<file path="src/rtl/scoc_pkg.sv">
package scoc_pkg;

    typedef enum logic [1:0] {
        BAND_LOW    = 2'd0,
        BAND_MID    = 2'd1,
        BAND_HIGH   = 2'd2,
        BAND_BEYOND = 2'd3
    } band_e;

    localparam int NUM_BANDS = 3;

    function automatic logic is_lower_band(input band_e b);
        return b != BAND_BEYOND;
    endfunction

endpackage

</file>
<file path="src/rtl/scoc_sum_accum.sv">
module scoc_sum_accum #(
    parameter int NUM_TABLES = 4,
    parameter int WEIGHT_W   = 6,
    parameter int SUM_W      = 12
) (
    input  logic signed [SUM_W-1:0]             bias_sum,
    input  logic [NUM_TABLES*WEIGHT_W-1:0]      weights,
    output logic signed [SUM_W-1:0]             sum
);
    localparam int EXT_W = SUM_W - WEIGHT_W - 1;

    logic signed [SUM_W-1:0] contrib [NUM_TABLES];

    for (genvar i = 0; i < NUM_TABLES; i++) begin : g_contrib
        logic [WEIGHT_W-1:0] w;
        assign w = weights[i*WEIGHT_W +: WEIGHT_W];
        // odd contribution 2*w+1, sign-extended
        assign contrib[i] = {{EXT_W{w[WEIGHT_W-1]}}, w, 1'b1};
    end

    always_comb begin
        sum = bias_sum;
        for (int i = 0; i < NUM_TABLES; i++) begin
            sum = sum + contrib[i];
        end
    end
endmodule

</file>
<file path="src/rtl/scoc_band_classify.sv">
module scoc_band_classify
    import scoc_pkg::*;
#(
    parameter int SUM_W = 12,
    parameter int THR_W = 10
) (
    input  logic signed [SUM_W-1:0] sum,
    input  logic [THR_W-1:0]        thresh,
    output logic                    sc_dir,
    output band_e                   band
);
    localparam int CMP_W = (SUM_W > THR_W + 1) ? SUM_W : THR_W + 1;

    localparam logic [THR_W-1:0] THREE_N = THR_W'(3);
    localparam logic [THR_W:0]   THREE_W = (THR_W + 1)'(3);

    logic [SUM_W-1:0] neg_sum;
    logic [CMP_W-1:0] mag;
    logic [CMP_W-1:0] lim_low;
    logic [CMP_W-1:0] lim_mid;
    logic [CMP_W-1:0] lim_full;
    logic [THR_W:0]   thr_x2;

    assign sc_dir  = ~sum[SUM_W-1];
    assign neg_sum = ~sum + 1'b1;
    assign mag     = sum[SUM_W-1] ? CMP_W'(neg_sum) : CMP_W'(sum);

    assign thr_x2   = {thresh, 1'b0};
    assign lim_low  = CMP_W'(thresh / THREE_N);
    assign lim_mid  = CMP_W'(thr_x2 / THREE_W);
    assign lim_full = CMP_W'(thresh);

    always_comb begin
        if (mag < lim_low)       band = BAND_LOW;
        else if (mag < lim_mid)  band = BAND_MID;
        else if (mag < lim_full) band = BAND_HIGH;
        else                     band = BAND_BEYOND;
    end
endmodule

</file>
<file path="src/rtl/scoc_chooser_bank.sv">
module scoc_chooser_bank
    import scoc_pkg::*;
#(
    parameter int CHOOSER_W = 4
) (
    input  logic                              clk,
    input  logic                              rst,
    input  logic                              upd_en,
    input  band_e                             upd_band,
    input  logic                              toward_neg,
    output logic [NUM_BANDS-1:0]              band_neg,
    output logic [NUM_BANDS*CHOOSER_W-1:0]    ctr_flat
);
    localparam logic signed [CHOOSER_W-1:0] CTR_MIN = {1'b1, {(CHOOSER_W-1){1'b0}}};
    localparam logic signed [CHOOSER_W-1:0] CTR_MAX = {1'b0, {(CHOOSER_W-1){1'b1}}};

    for (genvar b = 0; b < NUM_BANDS; b++) begin : g_band
        logic signed [CHOOSER_W-1:0] ctr;
        logic                        hit;

        assign hit = upd_en && (upd_band == band_e'(b));

        always_ff @(posedge clk) begin
            if (rst) begin
                ctr <= '0;
            end else if (hit) begin
                if (toward_neg) begin
                    if (ctr != CTR_MIN) ctr <= ctr - 1'b1;
                end else begin
                    if (ctr != CTR_MAX) ctr <= ctr + 1'b1;
                end
            end
        end

        assign band_neg[b] = ctr[CHOOSER_W-1];
        assign ctr_flat[b*CHOOSER_W +: CHOOSER_W] = ctr;
    end
endmodule

</file>
<file path="src/rtl/scoc_weight_trainer.sv">
module scoc_weight_trainer
    import scoc_pkg::*;
#(
    parameter int NUM_TABLES = 4,
    parameter int WEIGHT_W   = 6
) (
    input  logic                           en,
    input  logic                           taken,
    input  logic                           sc_dir,
    input  band_e                          band,
    input  logic [NUM_TABLES*WEIGHT_W-1:0] weights_in,
    output logic                           we,
    output logic [NUM_TABLES*WEIGHT_W-1:0] weights_out
);
    localparam logic signed [WEIGHT_W-1:0] W_MIN = {1'b1, {(WEIGHT_W-1){1'b0}}};
    localparam logic signed [WEIGHT_W-1:0] W_MAX = {1'b0, {(WEIGHT_W-1){1'b1}}};

    assign we = en && ((sc_dir != taken) || is_lower_band(band));

    for (genvar i = 0; i < NUM_TABLES; i++) begin : g_tab
        logic signed [WEIGHT_W-1:0] w_old;
        logic signed [WEIGHT_W-1:0] w_nxt;
        assign w_old = weights_in[i*WEIGHT_W +: WEIGHT_W];

        always_comb begin
            w_nxt = w_old;
            if (taken) begin
                if (w_old != W_MAX) w_nxt = w_old + 1'b1;
            end else begin
                if (w_old != W_MIN) w_nxt = w_old - 1'b1;
            end
        end

        assign weights_out[i*WEIGHT_W +: WEIGHT_W] = w_nxt;
    end
endmodule

</file>
<file path="src/rtl/corrector_chooser.sv">
module corrector_chooser
    import scoc_pkg::*;
#(
    parameter int NUM_TABLES = 4,
    parameter int WEIGHT_W   = 6,
    parameter int SUM_W      = 12,
    parameter int THR_W      = 10,
    parameter int CHOOSER_W  = 6
) (
    input  logic                           clk,
    input  logic                           rst,
    input  logic                           pred_base_dir,
    input  logic [SUM_W-1:0]               pred_bias_sum,
    input  logic [NUM_TABLES*WEIGHT_W-1:0] pred_weights,
    input  logic [THR_W-1:0]               pred_thresh,
    output logic                           pred_final_dir,
    output logic                           pred_sc_dir,
    output logic [SUM_W-1:0]               pred_sum,
    output logic [1:0]                     pred_band,
    input  logic                           upd_valid,
    input  logic                           upd_base_dir,
    input  logic [SUM_W-1:0]               upd_sum,
    input  logic [THR_W-1:0]               upd_thresh,
    input  logic                           upd_taken,
    input  logic [NUM_TABLES*WEIGHT_W-1:0] upd_weights,
    output logic                           wt_we,
    output logic [NUM_TABLES*WEIGHT_W-1:0] wt_new
);
    localparam int WVEC_W = NUM_TABLES * WEIGHT_W;

    // ---------------- prediction path (combinational) ----------------
    logic signed [SUM_W-1:0] p_sum;
    band_e                   p_band;
    logic                    p_sc;
    logic [NUM_BANDS-1:0]    band_neg;

    scoc_sum_accum #(
        .NUM_TABLES(NUM_TABLES), .WEIGHT_W(WEIGHT_W), .SUM_W(SUM_W)
    ) u_accum (
        .bias_sum(pred_bias_sum),
        .weights (pred_weights),
        .sum     (p_sum)
    );

    scoc_band_classify #(.SUM_W(SUM_W), .THR_W(THR_W)) u_pred_cls (
        .sum   (p_sum),
        .thresh(pred_thresh),
        .sc_dir(p_sc),
        .band  (p_band)
    );

    always_comb begin
        if (p_sc == pred_base_dir) begin
            pred_final_dir = pred_base_dir;
        end else begin
            unique case (p_band)
                BAND_LOW:  pred_final_dir = band_neg[0] ? p_sc : pred_base_dir;
                BAND_MID:  pred_final_dir = band_neg[1] ? p_sc : pred_base_dir;
                BAND_HIGH: pred_final_dir = band_neg[2] ? p_sc : pred_base_dir;
                default:   pred_final_dir = p_sc;
            endcase
        end
    end

    assign pred_sc_dir = p_sc;
    assign pred_sum    = p_sum;
    assign pred_band   = p_band;

    // ---------------- update path (registered strobe) ----------------
    logic                    uq_valid;
    logic                    uq_base;
    logic                    uq_taken;
    logic signed [SUM_W-1:0] uq_sum;
    logic [THR_W-1:0]        uq_thr;
    logic [WVEC_W-1:0]       uq_w;

    always_ff @(posedge clk) begin
        if (rst) uq_valid <= 1'b0;
        else     uq_valid <= upd_valid;
    end

    always_ff @(posedge clk) begin
        if (upd_valid) begin
            uq_base  <= upd_base_dir;
            uq_taken <= upd_taken;
            uq_sum   <= upd_sum;
            uq_thr   <= upd_thresh;
            uq_w     <= upd_weights;
        end
    end

    band_e u_band;
    logic  u_sc;

    scoc_band_classify #(.SUM_W(SUM_W), .THR_W(THR_W)) u_upd_cls (
        .sum   (uq_sum),
        .thresh(uq_thr),
        .sc_dir(u_sc),
        .band  (u_band)
    );

    logic                            chooser_en;
    logic [NUM_BANDS*CHOOSER_W-1:0]  chooser_flat;

    assign chooser_en = uq_valid && (u_sc != uq_base) && is_lower_band(u_band);

    scoc_chooser_bank #(.CHOOSER_W(CHOOSER_W)) u_bank (
        .clk       (clk),
        .rst       (rst),
        .upd_en    (chooser_en),
        .upd_band  (u_band),
        .toward_neg(u_sc == uq_taken),
        .band_neg  (band_neg),
        .ctr_flat  (chooser_flat)
    );

    scoc_weight_trainer #(.NUM_TABLES(NUM_TABLES), .WEIGHT_W(WEIGHT_W)) u_train (
        .en         (uq_valid),
        .taken      (uq_taken),
        .sc_dir     (u_sc),
        .band       (u_band),
        .weights_in (uq_w),
        .we         (wt_we),
        .weights_out(wt_new)
    );
endmodule

</file>
<file path="config.mk">
export PLATFORM = sky130hd
export DESIGN_NAME = corrector_chooser
export DESIGN_NICKNAME = d
export VERILOG_FILES = /design/src/rtl/scoc_pkg.sv /design/src/rtl/scoc_sum_accum.sv /design/src/rtl/scoc_band_classify.sv /design/src/rtl/scoc_chooser_bank.sv /design/src/rtl/scoc_weight_trainer.sv /design/src/rtl/corrector_chooser.sv
export SDC_FILE = /design/constraint.sdc
export NUM_CORES = 1
export LEC_CHECK = 0
export BUFFER_PORTS_ARGS = -buffer_cell sky130_fd_sc_hd__buf_4
export CELL_PAD_IN_SITES_DETAIL_PLACEMENT = 0
export CELL_PAD_IN_SITES_GLOBAL_PLACEMENT = 1
export CORE_MARGIN = 5
export CORE_UTILIZATION = 40
export DETAILED_ROUTE_END_ITERATION = 10
export PLACE_DENSITY = 0.8
export SYNTH_ARGS = -nofsm -noshare
export SYNTH_HDL_FRONTEND = slang
export SYNTH_SLANG_ARGS = --single-unit
</file>
<file path="constraint.sdc">
create_clock -name clk -period 7.04 [get_ports clk]
set_clock_uncertainty 0.2 [all_clocks]
set_input_delay 0.704 -clock clk [delete_from_list [all_inputs] [get_ports clk]]
set_output_delay 0.704 -clock clk [all_outputs]
set_load 0.03 [all_outputs]
</file>
## Word level (Yosys, flattened, before mapping)

Index checks and enable logic that the tools add are counted.

| storage, ports and cells | value |
|---|---|
| logic and storage cells | 118 |
| flip-flop bits (word level) | 67 |
| output and inout port bits | 41 |

| cells by class | value |
|---|---|
| $lt $le $gt $ge | 6 |
| divide/modulo/power cells | 4 |
| reduce and logical (&&, ||, !) cells | 15 |
| muxes and demuxes | 34 |
| bitwise logic cells | 4 |
| equality and inequality tests | 26 |
| $add $sub $neg | 20 |

Operator list:

| cell | number |
|---|---|
| two-way mux 6 bit | 21 |
| != test 6 bit (second input constant) | 14 |
| adder 12 x 7 -> 12 bit | 4 |
| less-than comparator 12 bit | 4 |
| adder 6 x 1 -> 6 bit (second input constant) | 7 |
| subtractor 6 x 1 -> 6 bit (second input constant) | 7 |
| adder 12 x 1 -> 12 bit (second input constant) | 2 |
| divider 10 x 2 -> 12 bit (second input constant) | 2 |
| divider 11 x 2 -> 12 bit (second input constant) | 2 |
| less-than comparator 12 x 10 -> 1 bit | 2 |
| two-way mux 12 bit | 2 |
| inverter 12 bit | 2 |
| AND reduction 3 bit | 3 |
| two-way mux 2 bit | 4 |
| != test 2 bit (second input constant) | 4 |
| logical AND 1 bit | 6 |
| two-way mux 1 bit | 6 |
| nonzero test 2 bit | 3 |
| equality test 2 x 1 -> 1 bit (second input constant) | 2 |
| equality test 2 bit (second input constant) | 2 |
| logical NOT 2 bit | 2 |
| case mux 1 bit (3 select lines) | 1 |
| equality test 1 bit | 2 |
| != test 1 bit | 2 |
| other kinds (2) | 3 |

## Depth between registers and ports, before layout

Gate-level depths: netlist of the first run.

| logic depth | value |
|---|---|
| depth after elaboration | 14 |
| gate-level depth with buffers | 29 |

## By module

A second synthesis of the first run with hierarchy kept.

| unflattened totals | value |
|---|---|
| cell total of the unflattened synthesis | 1135 |
| area total of the unflattened synthesis | 9460.3 um^2 |

Modules (own cells, without submodules):

| module | area each (um^2) | times used | cells an instance | seq. area each (um^2) |
|---|---|---|---|---|
| scoc_band_classify | 1919.3 | 2 | 281 | 0.0 |
| corrector_chooser | 1550.2 | 1 | 63 | 1461.4 |
| scoc_sum_accum | 1458.9 | 1 | 180 | 0.0 |
| scoc_chooser_bank | 1413.9 | 1 | 151 | 360.3 |
| scoc_weight_trainer | 1198.6 | 1 | 179 | 0.0 |

## Worst setup path before layout of the first run

Ideal clock, no wire load.

| timing path | value |
|---|---|
| kind | input port to output port |
| start point | in pred_bias_sum[4] |
| end point | out pred_final_dir |
| arrival time | 7389 ps |
| slack | -1253 ps |
| data required time | 6136 ps |
| cell stages on the path | 21 |
| path through | fa_1 > fa_1 > fa_1 > ha_1 > nand3_1 > o211ai_1 > xnor2_1 > or4_1 > or4b_2 > nand3_1 > xnor2_1 > ha_1 > nand2_1 > o21ai_0 > or2_2 > nand3b_1 > or4b_1 > o21ai_0 > o22ai_1 > a21boi_0 > o311ai_0 |

| between the ends | value |
|---|---|
| longest elaborated chain between the ends | 14 |
| elaborated cells between the ends (all ways) | 23 |

Ends and longest elaborated chain:

| element | line | RTL |
|---|---|---|
| start: declaration | corrector_chooser.sv:13 | `input logic [SUM_W-1:0] pred_bias_sum,` |
| adder 12 x 7 -> 12 bit (*) (4 in a row) | scoc_sum_accum.sv:24 | `sum = sum + contrib[i];` |
| via pred_sum[6] | corrector_chooser.sv:18 | `output logic [SUM_W-1:0] pred_sum,` |
| inverter 12 bit | scoc_band_classify.sv:25 | `assign neg_sum = ~sum + 1'b1;` |
| adder 12 x 1 -> 12 bit | scoc_band_classify.sv:25 |  |
| two-way mux 12 bit (*) | scoc_band_classify.sv:26 | `assign mag = sum[SUM_W-1] ? CMP_W'(neg_sum) : CMP_W'(sum);` |
| less-than comparator 12 x 10 -> 1 bit | scoc_band_classify.sv:36 | `else if (mag < lim_full) band = BAND_HIGH;` |
| two-way mux 1 bit | scoc_band_classify.sv:36 |  |
| two-way mux 2 bit | scoc_band_classify.sv:35 | `else if (mag < lim_mid) band = BAND_MID;` |
| two-way mux 2 bit (*) | scoc_band_classify.sv:34 | `if (mag < lim_low) band = BAND_LOW;` |
| equality test 2 bit, or another cell as far along | corrector_chooser.sv:56 | `unique case (p_band)` |
| case mux 1 bit (3 select lines) (*) | corrector_chooser.sv:56 |  |
| two-way mux 1 bit (*) | corrector_chooser.sv:53 | `if (p_sc == pred_base_dir) begin` |
| end: declaration | corrector_chooser.sv:16 | `output logic pred_final_dir,` |

The timed path passes the listed nets; every way through them passes the cells marked *.

## Final worst setup path of the first run

| timing path | value |
|---|---|
| start point | in pred_weights[10] |
| end point | out pred_final_dir |

| between the ends | value |
|---|---|
| longest elaborated chain between the ends | 13 |
| elaborated cells between the ends (all ways) | 22 |

Ends and longest elaborated chain:

| element | line | RTL |
|---|---|---|
| start: declaration | corrector_chooser.sv:14 | `input logic [NUM_TABLES*WEIGHT_W-1:0] pred_weights,` |
| adder 12 x 7 -> 12 bit (*) (3 in a row) | scoc_sum_accum.sv:24 |  |
| inverter 12 bit | scoc_band_classify.sv:25 |  |
| adder 12 x 1 -> 12 bit | scoc_band_classify.sv:25 |  |
| two-way mux 12 bit | scoc_band_classify.sv:26 |  |
| less-than comparator 12 x 10 -> 1 bit | scoc_band_classify.sv:36 |  |
| two-way mux 1 bit | scoc_band_classify.sv:36 |  |
| two-way mux 2 bit | scoc_band_classify.sv:35 |  |
| two-way mux 2 bit | scoc_band_classify.sv:34 |  |
| equality test 2 bit, or another cell as far along | corrector_chooser.sv:56 |  |
| case mux 1 bit (3 select lines) | corrector_chooser.sv:56 |  |
| two-way mux 1 bit (*) | corrector_chooser.sv:53 |  |

Mark *: on every way between the ends. The rest lies on a longest branch, timed or not.

==> results.json, run 1 <==
{
  "avgSynthCellArea_um2": 8.43,
  "antenna-diode-count": 0,
  "route.vias.total": 8234,
  "grt_antenna_before_repair": 0,
  "netlist_area_um2": 8840,
  "synth_enable_flop_cells": 48,
  "worst-endpoint-arrival_ps": 6500,
  "initial_utilization_pct": 40.6,
  "pre_cts_ws_ps": -509,
  "synth.net_count": 1274,
  "syn2layout_area_growth_pct": 27.3,
  "crit_type": "input port to output port",
  "vdd.ir_drop.worst_mv": 0.748,
  "synthDominantCellAreaShare_pct": 16.3,
  "timing_max_transition_violations_final": 0,
  "detailed_place_hpwl_mm": 17.5,
  "dominantRegCellSynth": "sky130_fd_sc_hd__edfxtp_1",
  "count_of_boundary_i_o_pins": 139,
  "design.die.area_um2": 25200,
  "tritoncts": "yes",
  "hold_class": "flop to flop",
  "synthCells": 1048,
  "post-route-min-period_ps": 7400,
  "core.rowCount": 54,
  "clkLatencyLatePin_ps": 330,
  "grt_util_met1_pct": 23.2,
  "drive_gt1_share_pct": 25.5,
  "rr_startpoint": "uq_thr[7]",
  "timing.final.hold_violations": 0,
  "first_pass_grt_wire_length_mm": 37.3,
  "most_used_cells_in_the_layout_excluding_fill_and_tap_cells": "sky130_fd_sc_hd__buf_4 (206), sky130_fd_sc_hd__ha_1 (90), sky130_fd_sc_hd__nor2_1 (81)",
  "gr-total-overflow": 0,
  "switching_power_w": 0.00247,
  "dr.first_iter.drc_count": 340,
  "seqPwrFrac_pct": 9.3,
  "power.internal_w": 0.00286,
  "chipWidth_um": 159,
  "share_clk_of_total_power_pct": 7.7,
  "cts_buffer_depth": 2,
  "wl_per_cell_um": 14.8,
  "fillerInstances": 2112,
  "critPathMaxFanout": 4,
  "global_route.usage.total_pct": 17.6,
  "clk_pin_slew_worst_paths_ps": 60,
  "power.static_leakage_nw": 4.96,
  "drt_pass1_iterations": 4,
  "regToRegEndpoint": "u_bank.g_band[1].ctr[5]",
  "synth.ff_latch_count": 67,
  "violations": "negative setup slack",
  "avgViaCountPerCell": 5.42,
  "final.setup.worst_slack_ps": -363,
  "grt_setup_unrepaired": "true",
  "clk_root_buffer_cell": "sky130_fd_sc_hd__clkbuf_16",
  "worstMarginPinSlew_ps": 932,
  "global_route_layer_with_the_greatest_usage": "met2",
  "rr_worst_depth": 18,
  "timing.final.crit_share_pct": 105,
  "min_path_cells": 2,
  "use_met3_pct": 2.85,
  "maxSlewHeadroom_pct": 37.4,
  "setup.worst_path.start_class": "input port",
  "swShare_pct": 46.4,
  "final_antenna_net_count": 0,
  "grt_util_met2_pct": 30.0,
  "setup_viol": 3,
  "run_status": "finished with violations",
  "final_net_count": 1460,
  "ff_to_ff_setup_slack_ps": 830,
  "tritoncts.num_buffers": 9,
  "routabilityCongestion": 0.893,
  "timing.hold.ws_ps": 281,
  "async_flop_share_pct": 0,
  "synth_top_cells_by_area": "sky130_fd_sc_hd__edfxtp_1 (16%), sky130_fd_sc_hd__ha_1 (14%), sky130_fd_sc_hd__fa_1 (7.3%)",
  "drc": 0,
  "cts_max_level": 3,
  "yosysWarnings": 0,
  "design.core.area_um2": 21800,
  "floorplan.die.height_um": 159,
  "synth_top_area_cell": "sky130_fd_sc_hd__edfxtp_1",
  "worst_setup_ep_type": "output port",
  "number_of_global_route_vias_before_repair": 7954,
  "synth.distinct_cells": 88,
  "cellPowerDensity_nw_per_um2": 474,
  "tritoncts_num_sinks": 67,
  "maxCapViolations": 0,
  "final_common_cell": "sky130_fd_sc_hd__buf_4",
  "hold_path_startpoint": "u_bank.g_band[0].ctr[5]",
  "routed_wl_mm": 22.5,
  "cp.required_ps": 6140,
  "io_buffers": 138,
  "grt_start_max_net_pins": 50,
  "min_to": "u_bank.g_band[0].ctr[5]",
  "multi_input_comb_area_um2": 6870,
  "comb_power_share_pct": 82.9,
  "synth.yosys.seq_area_share_pct": 20.6,
  "register_area_um2": 1820,
  "max_freq_mhz": 135
}
[cells in the mapped netlist, types with 8 or more instances]
cell and count:
sky130_fd_sc_hd__nand2_1 80, sky130_fd_sc_hd__xnor2_1 58, sky130_fd_sc_hd__mux2_2 8, sky130_fd_sc_hd__a21o_1 23, sky130_fd_sc_hd__a21oi_1 73, sky130_fd_sc_hd__mux2i_1 13, sky130_fd_sc_hd__nor3_1 35, sky130_fd_sc_hd__ha_1 96
sky130_fd_sc_hd__nand2b_1 12, sky130_fd_sc_hd__nor2_1 85, sky130_fd_sc_hd__o21ai_0 65, sky130_fd_sc_hd__fa_1 32, sky130_fd_sc_hd__clkbuf_1 26, sky130_fd_sc_hd__nor2b_1 13, sky130_fd_sc_hd__xor2_1 22, sky130_fd_sc_hd__dfxtp_1 19
sky130_fd_sc_hd__nor4_1 9, sky130_fd_sc_hd__and3_1 16, sky130_fd_sc_hd__edfxtp_1 48, sky130_fd_sc_hd__o211ai_1 14, sky130_fd_sc_hd__a211oi_1 10, sky130_fd_sc_hd__nand3_1 29, sky130_fd_sc_hd__inv_1 76
[cells by family (layout without fill, tap and decap cells)]
logic type                 after synthesis  after routing  share of synthesized area (%)
and+or+nand+nor                        339            339                           19.5
DFF                                     67             67                           20.6
buffers and inverters                  118            309                           5.52
muxes                                   23             23                           3.00
AOI/OAI and AO/OA                      292            292                           22.4
adders and majority gates              129            129                           21.0
xor gates and xnor gates                80             80                           7.93
[how the worst max path moves through the flow]
stage | cells past startpoint | endpoint | from
after global placement | 25 | pred_final_dir | pred_weights[9]
after global routing | 25 | pred_final_dir | pred_weights[10]
final | 25 | pred_final_dir | pred_weights[10]
after CTS | 24 | pred_final_dir | pred_bias_sum[6]
after detailed placement | 25 | pred_final_dir | pred_weights[9]
after floorplan | 21 | pred_final_dir | pred_weights[9]
[what timing repair did]
| item | CTS | global route |
|---|---|---|
| hold buffers | 0 | 0 |
| resized for setup | 21 | 41 |
| setup endpoints to repair | 3 | 3 |
| setup buffers | 11 | 5 |
| pin swaps | 14 | 34 |
[critical path: stages]
cell,delay (ps)
sky130_fd_sc_hd__buf_4,110
sky130_fd_sc_hd__fa_1,480
sky130_fd_sc_hd__fa_1,520
sky130_fd_sc_hd__fa_1,590
sky130_fd_sc_hd__ha_4,240
sky130_fd_sc_hd__a21oi_4,180
sky130_fd_sc_hd__buf_6,110
sky130_fd_sc_hd__o211ai_1,90
sky130_fd_sc_hd__buf_4,170
sky130_fd_sc_hd__xnor2_2,140
sky130_fd_sc_hd__or4_4,420
sky130_fd_sc_hd__or4b_4,510
sky130_fd_sc_hd__nand3_4,100
sky130_fd_sc_hd__xnor2_4,90
sky130_fd_sc_hd__ha_4,300
sky130_fd_sc_hd__nand2_4,60
sky130_fd_sc_hd__o21ai_4,150
sky130_fd_sc_hd__or2_4,140
sky130_fd_sc_hd__nand3b_1,60
sky130_fd_sc_hd__or4b_1,540
sky130_fd_sc_hd__o21ai_2,110
sky130_fd_sc_hd__o22ai_2,120
sky130_fd_sc_hd__a21boi_4,160
sky130_fd_sc_hd__o311ai_4,240
sky130_fd_sc_hd__buf_6,170
[state kept, by name, summed over array words and instances (netlist names)]
signal	flops
uq_taken	1
uq_thr	10
uq_base	1
uq_sum	12
u_bank.g_band.ctr	18
uq_w	24
uq_valid	1
[power by group through the flow]
stage | Sequential [W] | Clock, W | Combinational [W]
3_5_place_dp | 0.000506 | 0 | 0.00369
3_3_place_gp | 0.000506 | 0 | 0.00363
6_report | 0.000499 | 0.000412 | 0.00443
5_1_grt | 0.000505 | 0.000446 | 0.00485
2_1_floorplan | 0.000481 | 0 | 0.00234
4_1_cts | 0.000498 | 0.000426 | 0.00396
[layer usage]
layer	routed length (um)	part of all wire, %
met5	0	0
met2	10700	48
met3	1330	5.9
met4	325	1.4
met1	10200	45
[cell type report]
cell class	instances	share of cell area, %
Inverter	79	2.64
Multi-Input combinational cell	863	61.0
Sequential cell	67	16.2
Clock inverter	7	0.389
Clock buffer	9	2.00
Timing Repair Buffer	214	14.6
Tap cell	280	3.11
[stage by stage]
stage	setup TNS [ps]	util (%)	instances	cell area (um2)	power, W
floorplan	-212	-	1048	8930	0.00282
global placement	-707	48.7	1489	10600	0.00414
global route	-1510	51.7	1519	11300	0.00580
finish	-839	51.7	1519	11300	0.00534
CTS	-449	50.7	1516	11000	0.00488
detailed placement	-1040	48.7	1489	10600	0.00420
No activity file was read; power rests on OpenSTA's default activity.
==> run 2: changes to the inputs <==
CTS_BUF_LIST = sky130_fd_sc_hd__clkbuf_2 sky130_fd_sc_hd__clkbuf_4 sky130_fd_sc_hd__clkbuf_8   (was default)
REMOVE_ABC_BUFFERS = 1   (was default)
==> run 2 against run 1 <==
Core utilization shrank 0.29 points. Power shrank 4.4%. Sequential share of layout area grew 0.092 points. Non-clock buffer count grew 13. Register-to-register slack lost 40 ps. Global-route usage shrank 0.86 points. The flow still finishes with violations (negative setup slack). Worst setup slack gained 92 ps. Sequential power is essentially flat. Fmax grew 1.3%.
==> results.json, run 2 (synthesis gave the netlist of run 1 again) <==
{
  "top_register": "uq_w",
  "final_antenna_net_count": 0,
  "power_w": 0.00510,
  "clk_pin_slew_worst_paths_ps": 70,
  "pre_cts_ws_ps": -660,
  "antenna-diode-count": 0,
  "worstMarginPinSlew_ps": 930,
  "setup_viol": 3,
  "setup_total_negative_slack_ps": -599,
  "drive_gt1_share_pct": 26.4,
  "grt_util_met2_pct": 29.8,
  "global_route.usage.total_pct": 16.7,
  "timing.final.hold_violations": 0,
  "gr-total-overflow": 0,
  "non_filler_cells_final": 1532,
  "largest_register_ffs": 24,
  "chipWidth_um": 159,
  "setup.worst_path.start_class": "input port",
  "maxSlewHeadroom_pct": 37.5,
  "max_freq_mhz": 137,
  "clkLatencyLatePin_ps": 340,
  "hold_class": "flop to flop",
  "clk_root_buffer_cell": "sky130_fd_sc_hd__clkbuf_8",
  "routed_wl_mm": 21.6,
  "most_used_cells_in_the_layout_excluding_fill_and_tap_cells": "sky130_fd_sc_hd__buf_4 (218), sky130_fd_sc_hd__ha_1 (93), sky130_fd_sc_hd__nor2_1 (81)",
  "tritoncts": "yes",
  "tritoncts.num_buffers": 9,
  "switching_power_w": 0.00234,
  "drc": 0,
  "avgViaCountPerCell": 5.33,
  "power.internal_w": 0.00276,
  "first_pass_grt_wire_length_mm": 35.5,
  "design.core.area_um2": 21800,
  "violations": "negative setup slack",
  "critical_path.n_buffers_inverters": 5,
  "largest_registers": "uq_w (24), u_bank.g_band.ctr (18), uq_sum (12)",
  "initial_utilization_pct": 40.6,
  "run_status": "finished with violations",
  "dr.first_iter.drc_count": 391,
  "grt_antenna_before_repair": 0,
  "comb_power_share_pct": 84.3,
  "share_clk_of_total_power_pct": 5.9,
  "grt_start_max_net_pins": 50,
  "cp.required_ps": 6140,
  "detailed_place_hpwl_mm": 17.1,
  "io_buffers": 138,
  "vdd.ir_drop.worst_mv": 0.490,
  "timing_max_transition_violations_final": 0,
  "placedCellCount": 1498,
  "final.setup.worst_slack_ps": -271,
  "global_route_layer_with_the_greatest_usage": "met2",
  "final_common_cell": "sky130_fd_sc_hd__buf_4",
  "post-route-min-period_ps": 7310,
  "core.rowCount": 54,
  "wl_per_cell_um": 14.1,
  "tritoncts_num_sinks": 67,
  "cpPeakStageDelay_ps": 510,
  "power.static_leakage_nw": 4.95,
  "timing.final.crit_share_pct": 104,
  "fillerInstances": 2084,
  "routabilityCongestion": 0.870,
  "critPathTopFamily": "simple AND/OR/NAND/NOR gates",
  "route.vias.total": 8159,
  "critPathSlowestCell": "sky130_fd_sc_hd__fa_1",
  "drt_pass1_iterations": 4,
  "crit_type": "input port to output port",
  "use_met3_pct": 2.04,
  "number_of_global_route_vias_before_repair": 7852,
  "post-route-util_pct": 51.4,
  "swShare_pct": 45.9,
  "grt_setup_unrepaired": "true",
  "syn2layout_area_growth_pct": 26.6,
  "grt_util_met1_pct": 21.7,
  "cts_max_level": 3,
  "worst-endpoint-arrival_ps": 6410,
  "worst_setup_ep_type": "output port",
  "maxCapViolations": 0,
  "floorplan.die.height_um": 159,
  "critPathMaxFanout": 5,
  "cts_buffer_depth": 2,
  "count_of_boundary_i_o_pins": 139,
  "final_net_count": 1473,
  "design.die.area_um2": 25200,
  "seqPwrFrac_pct": 9.8,
  "cellPowerDensity_nw_per_um2": 456
}
-- run 2: cell count changes in the layout (fill, tap and decap cells not counted), sizes merged --
cell,before,now
buf,214,227
inv,78,77
bufinv,0,1
-- run 2: timing repair --
action / 4_1_cts / 5_1_grt
buffers inserted: 16 / 6
gates cloned: 0 / 0
hold buffers: 0 / 0
pin swaps: 39 / 36
setup endpoints to repair: 3 / 3
gates resized for setup: 45 / 33
hold endpoints to repair: 0 / 0
-- run 2: area by class of cell --
type | count | area [um2] | area share, %
multi-input cells | 863 | 6800 | 60.7
repair buffers | 227 | 1740 | 15.5
inverters | 79 | 299 | 2.67
well taps | 280 | 350 | 3.13
clock inverters | 7 | 58.8 | 0.526
flip-flops and latches | 67 | 1820 | 16.3
clock buffers | 9 | 124 | 1.11
-- run 2: final timing paths --
| path | startpoint | to | slack [ps] | depth (start not counted) |
|---|---|---|---|---|
| min | u_bank.g_band[0].ctr[5] | u_bank.g_band[0].ctr[5] | 290 | 2 |
| max | pred_bias_sum[1] | pred_final_dir | -270 | 26 |
| max reg2reg | uq_thr[5] | u_bank.g_band[1].ctr[5] | 790 | 18 |
| min reg2reg | u_bank.g_band[0].ctr[5] | u_bank.g_band[0].ctr[5] | 290 | 2 |
-- run 2: power by group through the flow --
stage | sequential [W] | clock (W) | combinational (W)
3_3_place_gp | 0.000506 | 0 | 0.00351
6_report | 0.000498 | 0.000302 | 0.00430
4_1_cts | 0.000497 | 0.000315 | 0.00393
5_1_grt | 0.000504 | 0.000333 | 0.00473
2_1_floorplan | 0.000497 | 0 | 0.00213
3_5_place_dp | 0.000506 | 0 | 0.00356
-- run 2: worst reg2reg max path, stage by stage (launching register included) --
cell and delay (ps):
sky130_fd_sc_hd__edfxtp_1 640, sky130_fd_sc_hd__or3b_1 470, sky130_fd_sc_hd__o211a_1 140, sky130_fd_sc_hd__o32ai_2 330
sky130_fd_sc_hd__or2_1 380, sky130_fd_sc_hd__a21oi_1 220, sky130_fd_sc_hd__a2bb2oi_2 370, sky130_fd_sc_hd__a21oi_1 190
sky130_fd_sc_hd__xnor2_1 190, sky130_fd_sc_hd__ha_1 230, sky130_fd_sc_hd__a21oi_1 80, sky130_fd_sc_hd__ha_1 200
sky130_fd_sc_hd__nor4_1 270, sky130_fd_sc_hd__nand2_1 90, sky130_fd_sc_hd__or4_1 490, sky130_fd_sc_hd__o41ai_2 600
sky130_fd_sc_hd__or3b_1 560, sky130_fd_sc_hd__or3_1 390, sky130_fd_sc_hd__a21oi_1 140
-- run 2: per-layer routing --
metal | part of all wire (%) | wire length [um] | up-vias
met5 | 0 | 0 | -
met4 | 1.4 | 301 | 0
li1 | - | - | 4233
met2 | 49 | 10500 | 153
met3 | 4.4 | 948 | 22
met1 | 46 | 9870 | 3751
-- run 2: stage by stage --
step	instance area [um2]	hold slack, ps
final	11200	294
after global routing	11200	309
after CTS	11000	295
after detailed placement	10600	285
after global placement	10600	264
after floorplan	8640	252
